<file path="src/rtl/irq_bank_pkg.sv">
package irq_bank_pkg;
  localparam int WORD_W      = 32;
  localparam int NUM_FIELD_W = 9;
  localparam int BLK_SHIFT   = 7;
  localparam int IDX_W       = 6;

  typedef enum logic [2:0] {
    RG_NONE,
    RG_ENA_SET,
    RG_ENA_CLR,
    RG_PND_SET,
    RG_PND_CLR,
    RG_ACT,
    RG_PRIO,
    RG_TRIG
  } irq_region_e;
endpackage

</file>
<file path="src/rtl/irq_bank_decode.sv">
module irq_bank_decode
  import irq_bank_pkg::*;
#(
  parameter int ADDR_W = 12
) (
  input  logic [ADDR_W-1:0] addr,
  output irq_region_e       region,
  output logic [IDX_W-1:0]  word_idx
);
  localparam int BLK_W = ADDR_W - BLK_SHIFT;

  logic [BLK_W-1:0] blk;
  logic             unused_lanes;

  assign blk          = addr[ADDR_W-1:BLK_SHIFT];
  assign unused_lanes = ^addr[1:0];

  always_comb begin
    region   = RG_NONE;
    word_idx = {1'b0, addr[6:2]};
    case (blk)
      BLK_W'(0): region = RG_ENA_SET;
      BLK_W'(1): region = RG_ENA_CLR;
      BLK_W'(2): region = RG_PND_SET;
      BLK_W'(3): region = RG_PND_CLR;
      BLK_W'(4): region = RG_ACT;
      BLK_W'(6), BLK_W'(7): begin
        region   = RG_PRIO;
        word_idx = {blk[0], addr[6:2]};
      end
      BLK_W'(8): if (addr[6:2] == 5'd0) region = RG_TRIG;
      default:   region = RG_NONE;
    endcase
  end
endmodule

</file>
<file path="src/rtl/irq_state_bank.sv">
module irq_state_bank
  import irq_bank_pkg::*;
#(
  parameter int NUM_IRQ = 96
) (
  input  logic                   clk,
  input  logic                   rst_n,
  input  logic                   wr,
  input  irq_region_e            region,
  input  logic [IDX_W-1:0]       word_idx,
  input  logic [WORD_W-1:0]      wdata,
  input  logic [NUM_IRQ-1:0]     irq_lines,
  input  logic                   enter_vld,
  input  logic [NUM_FIELD_W-1:0] enter_num,
  input  logic                   exit_vld,
  input  logic [NUM_FIELD_W-1:0] exit_num,
  output logic [NUM_IRQ-1:0]     ena_q,
  output logic [NUM_IRQ-1:0]     pend_q,
  output logic [NUM_IRQ-1:0]     act_q,
  output logic [WORD_W-1:0]      rd_word
);
  localparam int NW  = (NUM_IRQ + WORD_W - 1) / WORD_W;
  localparam int PAD = NW * WORD_W;

  logic                   trig_hit;
  logic [NUM_FIELD_W-1:0] trig_num;

  assign trig_hit = wr && (region == RG_TRIG);
  assign trig_num = wdata[NUM_FIELD_W-1:0];

  for (genvar i = 0; i < NUM_IRQ; i++) begin : g_bit
    localparam int W = i / WORD_W;
    localparam int K = i % WORD_W;
    logic hit_w, s_e, c_e, s_p, c_p, s_a, c_a;
    logic e_r, p_r, a_r, l_r;

    assign hit_w = wr && (word_idx == IDX_W'(W));
    assign s_e   = hit_w && (region == RG_ENA_SET) && wdata[K];
    assign c_e   = hit_w && (region == RG_ENA_CLR) && wdata[K];
    assign s_a   = enter_vld && (enter_num == NUM_FIELD_W'(i));
    assign c_a   = exit_vld && (exit_num == NUM_FIELD_W'(i));
    assign s_p   = (hit_w && (region == RG_PND_SET) && wdata[K])
                || (irq_lines[i] && !l_r)
                || (trig_hit && (trig_num == NUM_FIELD_W'(i)));
    assign c_p   = (hit_w && (region == RG_PND_CLR) && wdata[K]) || s_a;

    always_ff @(posedge clk or negedge rst_n) begin
      if (!rst_n) begin
        e_r <= 1'b0;
        p_r <= 1'b0;
        a_r <= 1'b0;
        l_r <= 1'b0;
      end else begin
        e_r <= (e_r | s_e) & ~c_e;
        p_r <= (p_r | s_p) & ~c_p;
        a_r <= (a_r & ~c_a) | s_a;
        l_r <= irq_lines[i];
      end
    end

    assign ena_q[i]  = e_r;
    assign pend_q[i] = p_r;
    assign act_q[i]  = a_r;
  end

  logic [PAD-1:0] ena_pad, pend_pad, act_pad;

  always_comb begin
    ena_pad  = '0;
    pend_pad = '0;
    act_pad  = '0;
    ena_pad[NUM_IRQ-1:0]  = ena_q;
    pend_pad[NUM_IRQ-1:0] = pend_q;
    act_pad[NUM_IRQ-1:0]  = act_q;
  end

  always_comb begin
    rd_word = '0;
    if (int'(word_idx) < NW) begin
      case (region)
        RG_ENA_SET, RG_ENA_CLR: rd_word = ena_pad[WORD_W*int'(word_idx) +: WORD_W];
        RG_PND_SET, RG_PND_CLR: rd_word = pend_pad[WORD_W*int'(word_idx) +: WORD_W];
        RG_ACT:                 rd_word = act_pad[WORD_W*int'(word_idx) +: WORD_W];
        default:                rd_word = '0;
      endcase
    end
  end
endmodule

</file>
<file path="src/rtl/irq_prio_store.sv">
module irq_prio_store
  import irq_bank_pkg::*;
#(
  parameter int NUM_IRQ = 96,
  parameter int PRIO_W  = 8
) (
  input  logic                      clk,
  input  logic                      rst_n,
  input  logic                      wr,
  input  irq_region_e               region,
  input  logic [IDX_W-1:0]          word_idx,
  input  logic [WORD_W-1:0]         wdata,
  output logic [NUM_IRQ*PRIO_W-1:0] prio_flat,
  output logic [WORD_W-1:0]         rd_word
);
  localparam int PER_WORD = WORD_W / 8;

  logic wr_hit;
  assign wr_hit = wr && (region == RG_PRIO);

  for (genvar i = 0; i < NUM_IRQ; i++) begin : g_field
    localparam int W = i / PER_WORD;
    localparam int B = i % PER_WORD;
    logic [PRIO_W-1:0] p_r;

    always_ff @(posedge clk or negedge rst_n) begin
      if (!rst_n)
        p_r <= '0;
      else if (wr_hit && (word_idx == IDX_W'(W)))
        p_r <= wdata[8*B +: PRIO_W];
    end

    assign prio_flat[i*PRIO_W +: PRIO_W] = p_r;
  end

  always_comb begin
    rd_word = '0;
    if (region == RG_PRIO) begin
      for (int b = 0; b < PER_WORD; b++) begin
        if (PER_WORD*int'(word_idx) + b < NUM_IRQ)
          rd_word[8*b +: PRIO_W] = prio_flat[(PER_WORD*int'(word_idx) + b)*PRIO_W +: PRIO_W];
      end
    end
  end
endmodule

</file>
<file path="src/rtl/irq_pick_tree.sv">
module irq_pick_tree
  import irq_bank_pkg::*;
#(
  parameter int NUM_IRQ = 96,
  parameter int PRIO_W  = 8
) (
  input  logic [NUM_IRQ-1:0]        req,
  input  logic [NUM_IRQ*PRIO_W-1:0] prio_flat,
  output logic                      win_vld,
  output logic [NUM_FIELD_W-1:0]    win_num,
  output logic [PRIO_W-1:0]         win_prio
);
  localparam int LVL    = $clog2(NUM_IRQ);
  localparam int LEAVES = 1 << LVL;

  for (genvar g = 0; g <= LVL; g++) begin : g_lvl
    localparam int CNT = LEAVES >> g;
    logic [CNT-1:0]             v;
    logic [CNT*PRIO_W-1:0]      p;
    logic [CNT*NUM_FIELD_W-1:0] n;

    if (g == 0) begin : g_leaf
      for (genvar l = 0; l < CNT; l++) begin : g_l
        if (l < NUM_IRQ) begin : g_real
          assign v[l] = req[l];
          assign p[l*PRIO_W +: PRIO_W] = prio_flat[l*PRIO_W +: PRIO_W];
          assign n[l*NUM_FIELD_W +: NUM_FIELD_W] = NUM_FIELD_W'(l);
        end else begin : g_pad
          assign v[l] = 1'b0;
          assign p[l*PRIO_W +: PRIO_W] = '0;
          assign n[l*NUM_FIELD_W +: NUM_FIELD_W] = '0;
        end
      end
    end else begin : g_node
      for (genvar j = 0; j < CNT; j++) begin : g_j
        logic                   lv, rv, take_l;
        logic [PRIO_W-1:0]      lp, rp;
        logic [NUM_FIELD_W-1:0] ln, rn;

        assign lv = g_lvl[g-1].v[2*j];
        assign rv = g_lvl[g-1].v[2*j+1];
        assign lp = g_lvl[g-1].p[(2*j)*PRIO_W +: PRIO_W];
        assign rp = g_lvl[g-1].p[(2*j+1)*PRIO_W +: PRIO_W];
        assign ln = g_lvl[g-1].n[(2*j)*NUM_FIELD_W +: NUM_FIELD_W];
        assign rn = g_lvl[g-1].n[(2*j+1)*NUM_FIELD_W +: NUM_FIELD_W];
        // left child always carries the lower line numbers, so <= gives ties to it
        assign take_l = lv && (!rv || (lp <= rp));

        assign v[j] = lv | rv;
        assign p[j*PRIO_W +: PRIO_W] = take_l ? lp : rp;
        assign n[j*NUM_FIELD_W +: NUM_FIELD_W] = take_l ? ln : rn;
      end
    end
  end

  assign win_vld  = g_lvl[LVL].v[0];
  assign win_prio = g_lvl[LVL].p[PRIO_W-1:0];
  assign win_num  = g_lvl[LVL].n[NUM_FIELD_W-1:0];
endmodule

</file>
<file path="src/rtl/irq_bank.sv">
module irq_bank
  import irq_bank_pkg::*;
#(
  parameter int NUM_IRQ = 96,
  parameter int PRIO_W  = 8,
  parameter int ADDR_W  = 12
) (
  input  logic                   clk,
  input  logic                   rst_n,
  input  logic [ADDR_W-1:0]      bus_addr,
  input  logic                   bus_wr,
  input  logic [WORD_W-1:0]      bus_wdata,
  output logic [WORD_W-1:0]      bus_rdata,
  input  logic [NUM_IRQ-1:0]     irq_lines,
  input  logic                   enter_vld,
  input  logic [NUM_FIELD_W-1:0] enter_num,
  input  logic                   exit_vld,
  input  logic [NUM_FIELD_W-1:0] exit_num,
  output logic                   top_vld,
  output logic [NUM_FIELD_W-1:0] top_num,
  output logic [PRIO_W-1:0]      top_prio
);
  irq_region_e               region;
  logic [IDX_W-1:0]          word_idx;
  logic [NUM_IRQ-1:0]        ena_q, pend_q, act_q;
  logic [NUM_IRQ*PRIO_W-1:0] prio_flat;
  logic [WORD_W-1:0]         st_rd, pr_rd;

  irq_bank_decode #(.ADDR_W(ADDR_W)) u_decode (
    .addr     (bus_addr),
    .region   (region),
    .word_idx (word_idx)
  );

  irq_state_bank #(.NUM_IRQ(NUM_IRQ)) u_state (
    .clk       (clk),
    .rst_n     (rst_n),
    .wr        (bus_wr),
    .region    (region),
    .word_idx  (word_idx),
    .wdata     (bus_wdata),
    .irq_lines (irq_lines),
    .enter_vld (enter_vld),
    .enter_num (enter_num),
    .exit_vld  (exit_vld),
    .exit_num  (exit_num),
    .ena_q     (ena_q),
    .pend_q    (pend_q),
    .act_q     (act_q),
    .rd_word   (st_rd)
  );

  irq_prio_store #(.NUM_IRQ(NUM_IRQ), .PRIO_W(PRIO_W)) u_prio (
    .clk       (clk),
    .rst_n     (rst_n),
    .wr        (bus_wr),
    .region    (region),
    .word_idx  (word_idx),
    .wdata     (bus_wdata),
    .prio_flat (prio_flat),
    .rd_word   (pr_rd)
  );

  irq_pick_tree #(.NUM_IRQ(NUM_IRQ), .PRIO_W(PRIO_W)) u_pick (
    .req       (ena_q & pend_q),
    .prio_flat (prio_flat),
    .win_vld   (top_vld),
    .win_num   (top_num),
    .win_prio  (top_prio)
  );

  // each source returns zero outside its own region
  assign bus_rdata = st_rd | pr_rd;
endmodule

</file>
<file path="config.mk">
export PLATFORM = sky130hd
export DESIGN_NAME = irq_bank
export DESIGN_NICKNAME = d
export VERILOG_FILES = /design/src/rtl/irq_bank_pkg.sv /design/src/rtl/irq_bank_decode.sv /design/src/rtl/irq_state_bank.sv /design/src/rtl/irq_prio_store.sv /design/src/rtl/irq_pick_tree.sv /design/src/rtl/irq_bank.sv
export SDC_FILE = /design/constraint.sdc
export NUM_CORES = 2
export LEC_CHECK = 0
export BUFFER_PORTS_ARGS = -buffer_cell sky130_fd_sc_hd__buf_2
export CAP_MARGIN = 0
export CORE_ASPECT_RATIO = 0.7
export CORE_MARGIN = 2
export CORE_UTILIZATION = 35
export DETAILED_ROUTE_END_ITERATION = 8
export SYNTH_ARGS = -nofsm -noshare
export SYNTH_HDL_FRONTEND = slang
export SYNTH_HIERARCHICAL = 1
export SYNTH_SLANG_ARGS = --single-unit
</file>
<file path="constraint.sdc">
create_clock -name clk -period 15.3 [get_ports clk]
set_clock_uncertainty 0.2 [all_clocks]
set_input_delay 1.53 -clock clk [delete_from_list [all_inputs] [get_ports clk]]
set_output_delay 1.53 -clock clk [all_outputs]
set_load 0.05 [all_outputs]
</file>
==> run metrics <==
hold crit path type=register to register; reg2reg setup slack=13.48 ns; initial DRC count=10800; CTS tree=yes; Placement Cell Area=98800 sq um; pwr/cell area=91.1 nW/um^2; Syn-to-layout area delta=21.7%; final estimated routing congestion in global placement=1.04; GRT Residual Overflow=0; via count=79200; Core ar.=245000 sq um; setup ws final=-0.466 ns; drt wl/cell=33.3 um; commonest non-fill, non-tap cell in the layout=buf_4; Worst-path clk slew=0.07 ns; final hold vios=0; status=complete, but fails checks; Leak=50.7 nW; crit share post-route=103%; Non-Filler Instances=13100; drt pass-1 iters=9; Ys Warns=6; CP required=13.57 ns; number of setup violations in the final report=15; PortBufs=208; max-slew violation count=0; Fill cells=23600; Least-Margin Pin Slew=1.49 ns; most frequent CP cell=o21a_1; I/O pins=213; CP Class=register to output port; Slowest-stage cell, CP=mux2i_1; Mapped Cells=8654; failing checks=design-rule violations, max-capacitance violations, negative setup slack; layout cell share with drive strength beyond 1=32.7%; pre-CTS WS=-0.434 ns; hold_ws=0.314 ns; DR vias/cell=6.06; Final Cell Area=105000 sq um; Hold Buf Count CTS=0; H-tree levels=3; DRC=5; commonest cells after routing, fill and taps aside=1344 x buf_4, 1152 x dfrtp_1, 862 x mux2_2; CTS sink cnt=1152; FP Rows=152; largest net degree at the start of global routing=172; Slew headroom=0.471%; Netlist Area Pre-Place=86300 sq um; total CTS buffers=120; critical path's largest stage delay=0.46 ns; nets=10600; crit path DAT=14.04 ns; initial antenna violation count=76; fmax=63.4 MHz; maximum VDD drop=211 uV; Skew-Pair Late Insertion Delay=0.80 ns; die area=251000 sq um; Die W=598 um; Final Core Density=42.8%; max-cap violations=1; final wirelength=435 mm; crit path launch type=register; met1 wire length=189 mm; routed wl met3=56.8 mm; Post-DRT Antenna Nets=0; Bufs on Longest Clock Path=3; CTS root buf=clkbuf_16; GRT Overall Usage=33.7%; vias in the first global route=75100; global-route wire length before repair=593 mm; crit path max fanout=11; Initial Util=35.2%; Die H=420 um; Met2 Wirelength=168 mm; Avg Cell Area, Syn=9.98 sq um; CP Capture Type=output port; # placed instances=12800; uppermost layer routed=met5; dpl hpwl=334 mm; crit path time final=15.77 ns; RSZ-0062 raised after global routing=true
metrics by stage:
stage	setup TNS, ns	total power, mW
finish	-5.57	9.57
global route	-15.55	9.88
CTS	-6.58	9.43
detailed placement	-5.09	5.98
global placement	-5.03	5.97
floorplan	0	4.60
final cells by class:
type / instances / area (sq um) / area share, %
Antenna cell: 26 / 65.1 / 0.0619
Tap cell: 3234 / 4050 / 3.85
Clock inverter: 49 / 727 / 0.692
Clock buffer: 171 / 3410 / 3.25
Sequential cell: 1152 / 28800 / 27.4
Inverter: 798 / 3010 / 2.86
Timing Repair Buffer: 1592 / 12000 / 11.4
Multi-Input combinational cell: 6050 / 52900 / 50.4
critical path, delay by kind of cell, from the launching register on:
kind,cells,cell delay [ns]
AOI/OAI and AO/OA,32,5.73
buffers and inverters,10,1.98
adders and majority gates,6,1.85
and+or+nand+nor,14,1.68
muxes,4,1.58
DFF,1,0.41
metal layers:
layer  vias to the layer above  global-route usage, %
li1                      33900                      -
met1                     39800                   47.8
met2                      4666                   45.2
met3                       791                   12.5
met4                        20                   14.1
met5                         -                      0
timing repair:
item | 4_1_cts | 5_1_grt
resized for setup | 173 | 208
setup endpoints to repair | 15 | 15
pin swaps | 58 | 91
buffers inserted | 25 | 41
gates cloned | 1 | 1
power breakdown:
group / leakage [nW] / switching (mW) / internal [mW]
registers: 15.3 / 0.0409 / 3.10
logic: 33.3 / 1.82 / 1.41
clock network: 2.03 / 1.43 / 1.78
path summary, 6_finish.rpt:
kind	start	to	cells after the start
worst max-delay path	u_prio/g_field[85].p_r[1]	top_prio[0]	66
worst min-delay path	u_state/g_bit[69].a_r	u_state/g_bit[69].a_r	2
worst max register to register	u_state/g_bit[62].p_r	u_state/g_bit[62].p_r	5
worst min register to register	u_state/g_bit[69].a_r	u_state/g_bit[69].a_r	2
max in group asynchronous	rst_n	u_prio/g_field[48].p_r[1]	4
min in group asynchronous	rst_n	u_state/g_bit[10].e_r	1
state kept, by name, summed over array words and instances (netlist names):
name                flops
u_prio/g_field.p_r    768
u_state/g_bit.p_r      96
u_state/g_bit.l_r      96
u_state/g_bit.e_r      96
u_state/g_bit.a_r      96
No activity file was read; power rests on OpenSTA's default activity.
